File: config.mk
export PLATFORM = sky130hd
export DESIGN_NAME = evsync_cmp
export DESIGN_NICKNAME = d
export VERILOG_FILES = /design/src/rtl/evsync_pkg.sv /design/src/rtl/evsync_cmp.sv
export SDC_FILE = /design/constraint.sdc
export NUM_CORES = 1
export LEC_CHECK = 0
export ABC_AREA = 1
export BUFFER_PORTS_ARGS = -buffer_cell sky130_fd_sc_hd__buf_2
export CORE_UTILIZATION = 47
export CTS_BUF_LIST = sky130_fd_sc_hd__clkbuf_16
export DETAILED_ROUTE_END_ITERATION = 7
export GPL_ROUTABILITY_DRIVEN = 1
export PLACE_DENSITY = 0.87
export SYNTH_ARGS = -nofsm -noshare
export SYNTH_HDL_FRONTEND = slang
export SYNTH_SLANG_ARGS = --single-unit
File: constraint.sdc
create_clock -name clk -period 4.5 [get_ports clk]
set_input_delay 0.9 -clock clk [delete_from_list [all_inputs] [get_ports clk]]
set_output_delay 0.9 -clock clk [all_outputs]
set_load 0.01 [all_outputs]
File: src/rtl/evsync_pkg.sv
`timescale 1ns/1ps
package evsync_pkg;
   localparam int unsigned CODE_W   = 2;
   localparam int unsigned CODE_EV  = 0;
   localparam int unsigned CODE_BC  = 1;
   localparam int unsigned STICKY_W = 4;
   localparam int unsigned ST_EV    = 0;
   localparam int unsigned ST_BC    = 1;
   localparam int unsigned ST_UNDER = 2;
   localparam int unsigned ST_DROP  = 3;
endpackage

File: src/rtl/evsync_cmp.sv
`timescale 1ns/1ps
module evsync_cmp
   import evsync_pkg::*;
#(
   parameter int unsigned EVID_W = 24,
   parameter int unsigned BCID_W = 12,
   parameter int unsigned TYPE_W = 8,
   parameter int unsigned ERR_W  = 8
) (
   input  logic                clk,
   input  logic                rst_n,
   input  logic                frag_valid,
   input  logic [EVID_W-1:0]   frag_evid,
   input  logic [BCID_W-1:0]   frag_bcid,
   input  logic                q_empty,
   input  logic [EVID_W-1:0]   q_evid,
   input  logic [BCID_W-1:0]   q_bcid,
   input  logic [TYPE_W-1:0]   q_type,
   input  logic                q_drop,
   input  logic                clr,
   output logic                res_valid,
   output logic                res_mismatch,
   output logic [CODE_W-1:0]   res_code,
   output logic                res_underflow,
   output logic [TYPE_W-1:0]   res_type,
   output logic [STICKY_W-1:0] sticky,
   output logic [ERR_W-1:0]    err_cnt
);
   localparam logic [ERR_W-1:0] ERR_MAX = '1;

   logic                under, is_err;
   logic [CODE_W-1:0]   code;
   logic [STICKY_W-1:0] set_bits, sticky_base;
   logic [ERR_W-1:0]    cnt_base;

   always_comb begin
      under = frag_valid && q_empty;
      code  = '0;
      if (frag_valid && !q_empty) begin
         code[CODE_EV] = (frag_evid != q_evid);
         code[CODE_BC] = (frag_bcid != q_bcid);
      end
      is_err              = under || (|code);
      set_bits            = '0;
      set_bits[ST_EV]     = code[CODE_EV];
      set_bits[ST_BC]     = code[CODE_BC];
      set_bits[ST_UNDER]  = under;
      set_bits[ST_DROP]   = q_drop;
      sticky_base         = clr ? '0 : sticky;
      cnt_base            = clr ? '0 : err_cnt;
   end

   always_ff @(posedge clk) begin
      if (!rst_n) begin
         res_valid     <= 1'b0;
         res_mismatch  <= 1'b0;
         res_code      <= '0;
         res_underflow <= 1'b0;
         res_type      <= '0;
         sticky        <= '0;
         err_cnt       <= '0;
      end else begin
         res_valid     <= frag_valid;
         res_mismatch  <= |code;
         res_code      <= code;
         res_underflow <= under;
         res_type      <= (frag_valid && !q_empty) ? q_type : '0;
         sticky        <= sticky_base | set_bits;
         err_cnt       <= (is_err && cnt_base != ERR_MAX) ? cnt_base + 1'b1 : cnt_base;
      end
   end

   // without a clear no sticky bit ever falls
   a_r5_sticky_hold: assert property (@(posedge clk) disable iff (!rst_n)
      !clr |=> ((sticky & $past(sticky)) == $past(sticky)));
   // without a clear the counter moves by at most one and never wraps
   a_r6_count_step: assert property (@(posedge clk) disable iff (!rst_n)
      !clr |=> (err_cnt == $past(err_cnt) || err_cnt == $past(err_cnt) + 1'b1));
   a_r6_saturate: assert property (@(posedge clk) disable iff (!rst_n)
      (err_cnt == ERR_MAX && !clr) |=> (err_cnt == ERR_MAX));
   // an underflow result carries no identifier code
   a_r4_under_code: assert property (@(posedge clk) disable iff (!rst_n)
      res_underflow |-> (res_code == '0 && res_valid));
endmodule

==> metrics.md, run 1 <==
| Metric | Value |
|---|---|
| GP Congestion | 0.786 |
| Hold Vio Cnt, Final | 0 |
| R2r startpoint | err_cnt[0] |
| Hold Path Class | flop to flop |
| Final wirelength | 3910 um |
| Status | finished, final reports clean |
| DR vias | 1958 |
| Netlist cell types | 23 |
| Register area | 500 um^2 |
| Sequential element share of the synthesized area | 27.9% |
| Syn Area/Cell | 5.98 um^2 |
| Ports | 111 |
| Slew @ Worst Pin | 0.324 ns |
| Clk Latency, worst-skew pair | 0.26 ns |
| Combinational family with the most area after synthesis | simple AND/OR/NAND/NOR gates |
| CTS Buf Count | 3 |
| 1st-pass router iterations | 4 |
| Grt total ovfl | 0 |
| # rows | 22 |
| Clk buf depth | 2 |
| Total core area | 3660 um^2 |
| Max Freq | 454 MHz |
| Hold Path Origin | sticky[2] |
| CP max stage delay | 0.30 ns |
| Port bufs | 110 |
| Post-Synth Simple-Gate Area | 42.4% |
| Cell Area, Placed | 2350 um^2 |
| CTS clk-pin slew, worst paths | 0.06 ns |
| Residual DRC | 0 |
| Initial DRC Count | 93 |
| Syn_nets | 387 |
| Design Power | 0.000547 W |
| Top cells by area, synth | dfxtp_1, nand2_1, inv_1, nor2_1, xnor2_1 |
| Cts repair resizes | 0 |
| Synth-to-layout area growth | 35.4% |
| Final min period | 2.20 ns |
| Crit path cell chain | buf_2 -> nor2_1 -> ha_1 -> inv_1 -> nor3_2 -> nand2_2 -> nand2_1 -> clkinv_1 -> nand3_1 -> nand2_1 -> clkinv_1 -> nor2_2 |
| CTS Hold Bufs | 0 |
| Worst hold path depth | 2 |
| Post-Synth Adder-Cell Area | 0.697% |
| Unrepaired setup endpoints after global routing | false |
| CP delay by family, top | simple AND/OR/NAND/NOR gates |
| Synthesized instance count | 300 |
| FF-to-FF setup slack | 2.75 ns |
| Filler Cells Inserted | 319 |
| Die area | 4070 um^2 |
| Share of layout cells above drive strength 1 | 34.0% |
| Max Fanout on Critical Path | 8 |
| Clk sink count | 25 |
| XOR/XNOR Fraction of Synth Area | 8.78% |
| Mapped Area | 1800 um^2 |
| Avg WL per Cell | 8.55 um |
| Leading area contributor after synthesis | dfxtp_1 |
| # Max-Cap Violations | 0 |
| CP Class | input pin to flop |
| Setup TNS | 0 ns |
| Die Y-Extent | 63.8 um |
| CP required | 4.66 ns |
| FF+latch count, synth | 25 |
| Final setup vio count | 0 |
| Syn. warnings | 0 |
| Static Leak | 1.48 nW |
| First-pass GRT wire length | 6670 um |
| Buf+Inv Stages, Crit Path | 4 |
| GRT Total Usage | 19.9% |
| Final setup skew | 0.000902 ns |
| CTS tree | yes |
| Vias/cell | 4.28 |
| Worst Hold End | sticky[2] |
| Compound-Gate Fraction of Synth Area | 1.39% |
| Max-slew headroom | 78.3% |
| Reg2reg path depth | 12 |
| CP Launch Point | clr |
| Post-synthesis mux area share | 0% |
| Post-CTS setup buffers | 0 |
| Hpwl dp | 3230 um |
| Root Driver | clkbuf_16 |
| Crit share post-route | 48.9% |
| Multi-input combinational cell area | 957 um^2 |
| Slew Limit Fails | 0 |
| Final Cell Area | 2430 um^2 |
| Htree depth | 1 |
| Yosys top cell area share | 27.9% |
| Startpoint types | input pin |
| CP arrival | 2.36 ns |
| Vias in the first global route | 1793 |
| Die width | 63.8 um |
| Peak supply drop | 0.000185 V |
| # diodes | 0 |
| Nets | 497 |
| Initial core utilization | 49.0% |
| Worst R2R End | err_cnt[3] |
| Slowest-stage cell, CP | nor3_2 |
| Largest net degree at the start of global routing | 19 |
| Initial antenna violation count | 0 |
| Antenna-violating nets left | 0 |
| PD cells | 225 nW/um^2 |
| Critical Path End Type | flop |
where the power goes:
group          switching (W)  internal (W)  leakage (nW)
clock              0.0000766      0.000120        0.0371
combinational      0.0000599     0.0000588          1.24
sequential        0.00000238      0.000229         0.204
synthesized netlist by cell type:
cell type	n
nand2_1	88
inv_1	67
nor2_1	47
dfxtp_1	25
xnor2_1	14
nor2_2	12
nand3_1	7
nand4_1	7
a21oi_1	5
clkinv_1	5
xor2_1	4
nand3_2	3
nor3_2	3
buf_6	2
clkbuf_8	2
nand2_2	2
buf_4	1
ha_1	1
inv_2	1
inv_4	1
nand2_4	1
nor2_4	1
or2_2	1
sequential cells by signal, summed over array words and instances (netlist names):
register	cells
sticky	4
res_code	2
res_type	8
res_mismatch	1
res_underflow	1
err_cnt	8
res_valid	1
cell usage in the layout (no fill, tap or decap), drive strengths merged:
master,instances
xor2,4
dfxtp,25
ha,1
inv,69
nand2,91
or2,1
clkbuf,3
clkinv,5
xnor2,14
nor2,60
a21oi,5
nand4,7
nand3,10
clkinvlp,1
buf,110
nor3,3
layout make-up:
cell class	instances	share of cell area [%]
inverter	74	11.5
timing repair buffer	110	22.6
sequential	25	20.6
multi-input combinational	196	39.4
clock buffer	3	3.09
clock inverter	1	0.309
tap	48	2.47
worst reg2reg max path, stage by stage (launching register included):
cell and delay (ns):
dfxtp_1 0.34, inv_1 0.07, nor2_1 0.16, ha_1 0.18, inv_1 0.06, nor3_2 0.30, nand2_2 0.15, nand2_1 0.09
clkinv_1 0.07, nand3_1 0.09, nand2_1 0.06, clkinv_1 0.05, nor2_2 0.03
kinds of logic after synthesis:
logic type | count (synthesis)
AND/OR/NAND/NOR | 172
AO/OA/AOI/OAI | 5
flip-flops | 25
buffers and inverters | 79
XOR/XNOR | 18
adder cells (fa/ha/maj) | 1
worst max path at each step:
stage | to | slack, ns | depth (start not counted)
5_1_grt | err_cnt[5] | 2.22 | 12
2_1_floorplan | err_cnt[3] | 2.32 | 12
3_3_place_gp | err_cnt[3] | 2.19 | 12
6_report | err_cnt[3] | 2.30 | 12
3_5_place_dp | err_cnt[3] | 2.10 | 12
4_1_cts | err_cnt[3] | 2.32 | 12
per-layer routing:
metal	vias to the layer above	wire (um)	track usage, %
li1	1077	-	-
met1	821	1640	21.6
met2	58	2010	38.0
met3	2	244	5.54
met4	0	14	3.69
met5	-	0	0
per-stage QoR:
| step | hold WS, ns | setup WS (ns) | cells | utilization (%) |
|---|---|---|---|---|
| 6_report | 0.459 | 2.30 | 457 | 66.4 |
| 2_1_floorplan | 0.483 | 2.32 | 300 | - |
| 3_5_place_dp | 0.451 | 2.10 | 453 | 64.1 |
| 5_1_grt | 0.486 | 2.22 | 457 | 66.4 |
| 3_3_place_gp | 0.454 | 2.19 | 453 | 64.1 |
| 4_1_cts | 0.461 | 2.32 | 457 | 66.4 |
Note: power is estimated with default switching activity, not from simulation.
==> inputs of run 2 (changes only) <==
CORE_UTILIZATION = 43   (was 47)
PLACE_DENSITY = 0.8   (was 0.87)
clock period = 2.1 ns   (was 4.5 ns; I/O delays follow)
==> run 2 against run 1 <==
Total power up 120%. Critical path depth did not move. Non-clock buffer count did not move. Core utilization decreased by 5.6 points. Worst hold slack worse by 0.090 ns. Cell area is 0.10% higher. Clock-buffer cell count unchanged. Worst setup slack worse by 1.8 ns. Via count rose by 2.7%. Register-to-register slack lost 2.3 ns. Sequential cell count did not move. Die area up 9.0%. Critical path type is now flop to flop. Highest routed layer unchanged.
==> metrics.md, run 2 (synthesized netlist as in run 1, its figures left out) <==
| Metric | Value |
|---|---|
| Initial DRC Count | 45 |
| Max-slew headroom | 77.6% |
| Die area | 4440 um^2 |
| Top Registers | err_cnt: 8 flops, res_type: 8 flops, sticky: 4 flops |
| Static Leak | 1.48 nW |
| First-pass GRT wire length | 6760 um |
| Final min period | 1.64 ns |
| PD cells | 483 nW/um^2 |
| Cts repair resizes | 0 |
| Htree depth | 1 |
| Largest net degree at the start of global routing | 19 |
| GRT Total Usage | 19.4% |
| Final setup skew | 0.000686 ns |
| Commonest non-fill, non-tap cell in the layout | buf_2 |
| CP required | 2.26 ns |
| CTS Buf Count | 3 |
| Slew @ Worst Pin | 0.336 ns |
| Grt total ovfl | 0 |
| Switching share of power | 25.7% |
| # Max-Cap Violations | 0 |
| Clock Power Share | 36.1% |
| Critical Path End Type | flop |
| DR vias | 2011 |
| Vias/cell | 4.38 |
| Die Y-Extent | 66.6 um |
| 1st-pass router iterations | 4 |
| Hold Vio Cnt, Final | 0 |
| Post-CTS setup buffers | 0 |
| Initial core utilization | 44.9% |
| Unrepaired setup endpoints after global routing | false |
| Synth-to-layout area growth | 35.5% |
| Ports | 111 |
| Reg power frac | 42.1% |
| Initial antenna violation count | 0 |
| GP Congestion | 0.865 |
| Startpoint types | flop |
| Avg WL per Cell | 9.07 um |
| CTS tree | yes |
| Root Driver | clkbuf_16 |
| CTS Hold Bufs | 0 |
| Die width | 66.6 um |
| Total core area | 4000 um^2 |
| P_sw | 0.000302 W |
| Commonest non-fill, non-tap cells in the layout | buf_2, nand2_1, inv_1, nor2_1, dfxtp_1 |
| CP Class | flop to flop |
| Final wirelength | 4170 um |
| Nets | 497 |
| Residual DRC | 0 |
| Clk Latency, worst-skew pair | 0.26 ns |
| CTS clk-pin slew, worst paths | 0.06 ns |
| Worst hold slack | 0.369 ns |
| Crit share post-route | 78.1% |
| CP arrival | 1.80 ns |
| Clk sink count | 25 |
| Max Freq | 610 MHz |
| # rows | 23 |
| Final setup vio count | 0 |
| Port bufs | 110 |
| Status | finished, final reports clean |
| Hold Path Class | input pin to flop |
| Clk buf depth | 2 |
| # diodes | 0 |
| Vias in the first global route | 1795 |
| Setup TNS | 0 ns |
| Peak supply drop | 0.000323 V |
| Hpwl dp | 3530 um |
| Share of layout cells above drive strength 1 | 34.0% |
| Max Fanout on Critical Path | 5 |
| Antenna-violating nets left | 0 |
| Internal | 0.000874 W |
| Filler Cells Inserted | 419 |
| Slew Limit Fails | 0 |
| Combinational share of power | 21.8% |
==> run 2: cell counts in the layout (fill, tap and decap cells not counted) <==
No cell type changed its count.
==> run 2: worst max-delay path, cell delays in order (launching register included) <==
cell	delay, ns
dfxtp_1	0.33
inv_1	0.06
nor2_1	0.16
ha_1	0.17
inv_1	0.05
nor3_2	0.26
nand2_2	0.14
nand2_1	0.08
clkinv_1	0.07
nand3_1	0.08
nand2_1	0.05
clkinv_1	0.05
nor2_2	0.03
==> run 2: final timing paths <==
| check | start | end | slack [ns] | depth (start not counted) |
|---|---|---|---|---|
| max | err_cnt[0] | err_cnt[3] | 0.46 | 12 |
| min | q_drop | sticky[3] | 0.37 | 3 |
| max reg2reg | err_cnt[0] | err_cnt[3] | 0.46 | 12 |
| min reg2reg | sticky[0] | sticky[0] | 0.46 | 2 |
==> run 2: cell type report <==
class                   count  area, um^2  share of cell area [%]
repair buffers            110         551                    22.6
inverters                  74         280                    11.5
clock buffers               3        75.1                    3.08
clock inverters             1        7.51                   0.308
well taps                  50        62.6                    2.57
flip-flops and latches     25         500                    20.6
multi-input cells         196         957                    39.3
==> run 2: stage by stage <==
stage          instance area, um^2  instances  setup WS, ns  utilization (%)  power (W)
2_1_floorplan                 1800        300         0.402                -   0.000646
6_report                      2430        459         0.460             60.8    0.00118
3_3_place_gp                  2350        455         0.272             58.8   0.000754
3_5_place_dp                  2350        455         0.181             58.8   0.000765
4_1_cts                       2430        459         0.446             60.8    0.00119
5_1_grt                       2430        459         0.246             60.8    0.00124
==> run 2: power by group through the flow <==
stage	combinational, W	clock (W)	sequential [W]
2_1_floorplan	0.000131	0	0.000514
3_3_place_gp	0.000248	0	0.000505
3_5_place_dp	0.000259	0	0.000506
4_1_cts	0.000260	0.000436	0.000495
5_1_grt	0.000291	0.000455	0.000496
6_report	0.000256	0.000425	0.000495
==> run 2: metal layers <==
| layer | track usage, % | share of wire [%] |
|---|---|---|
| met3 | 3.60 | 6.0 |
| met2 | 38.3 | 52 |
| met1 | 20.3 | 41 |
| met5 | 0 | 0 |
| met4 | 5.32 | 0.60 |
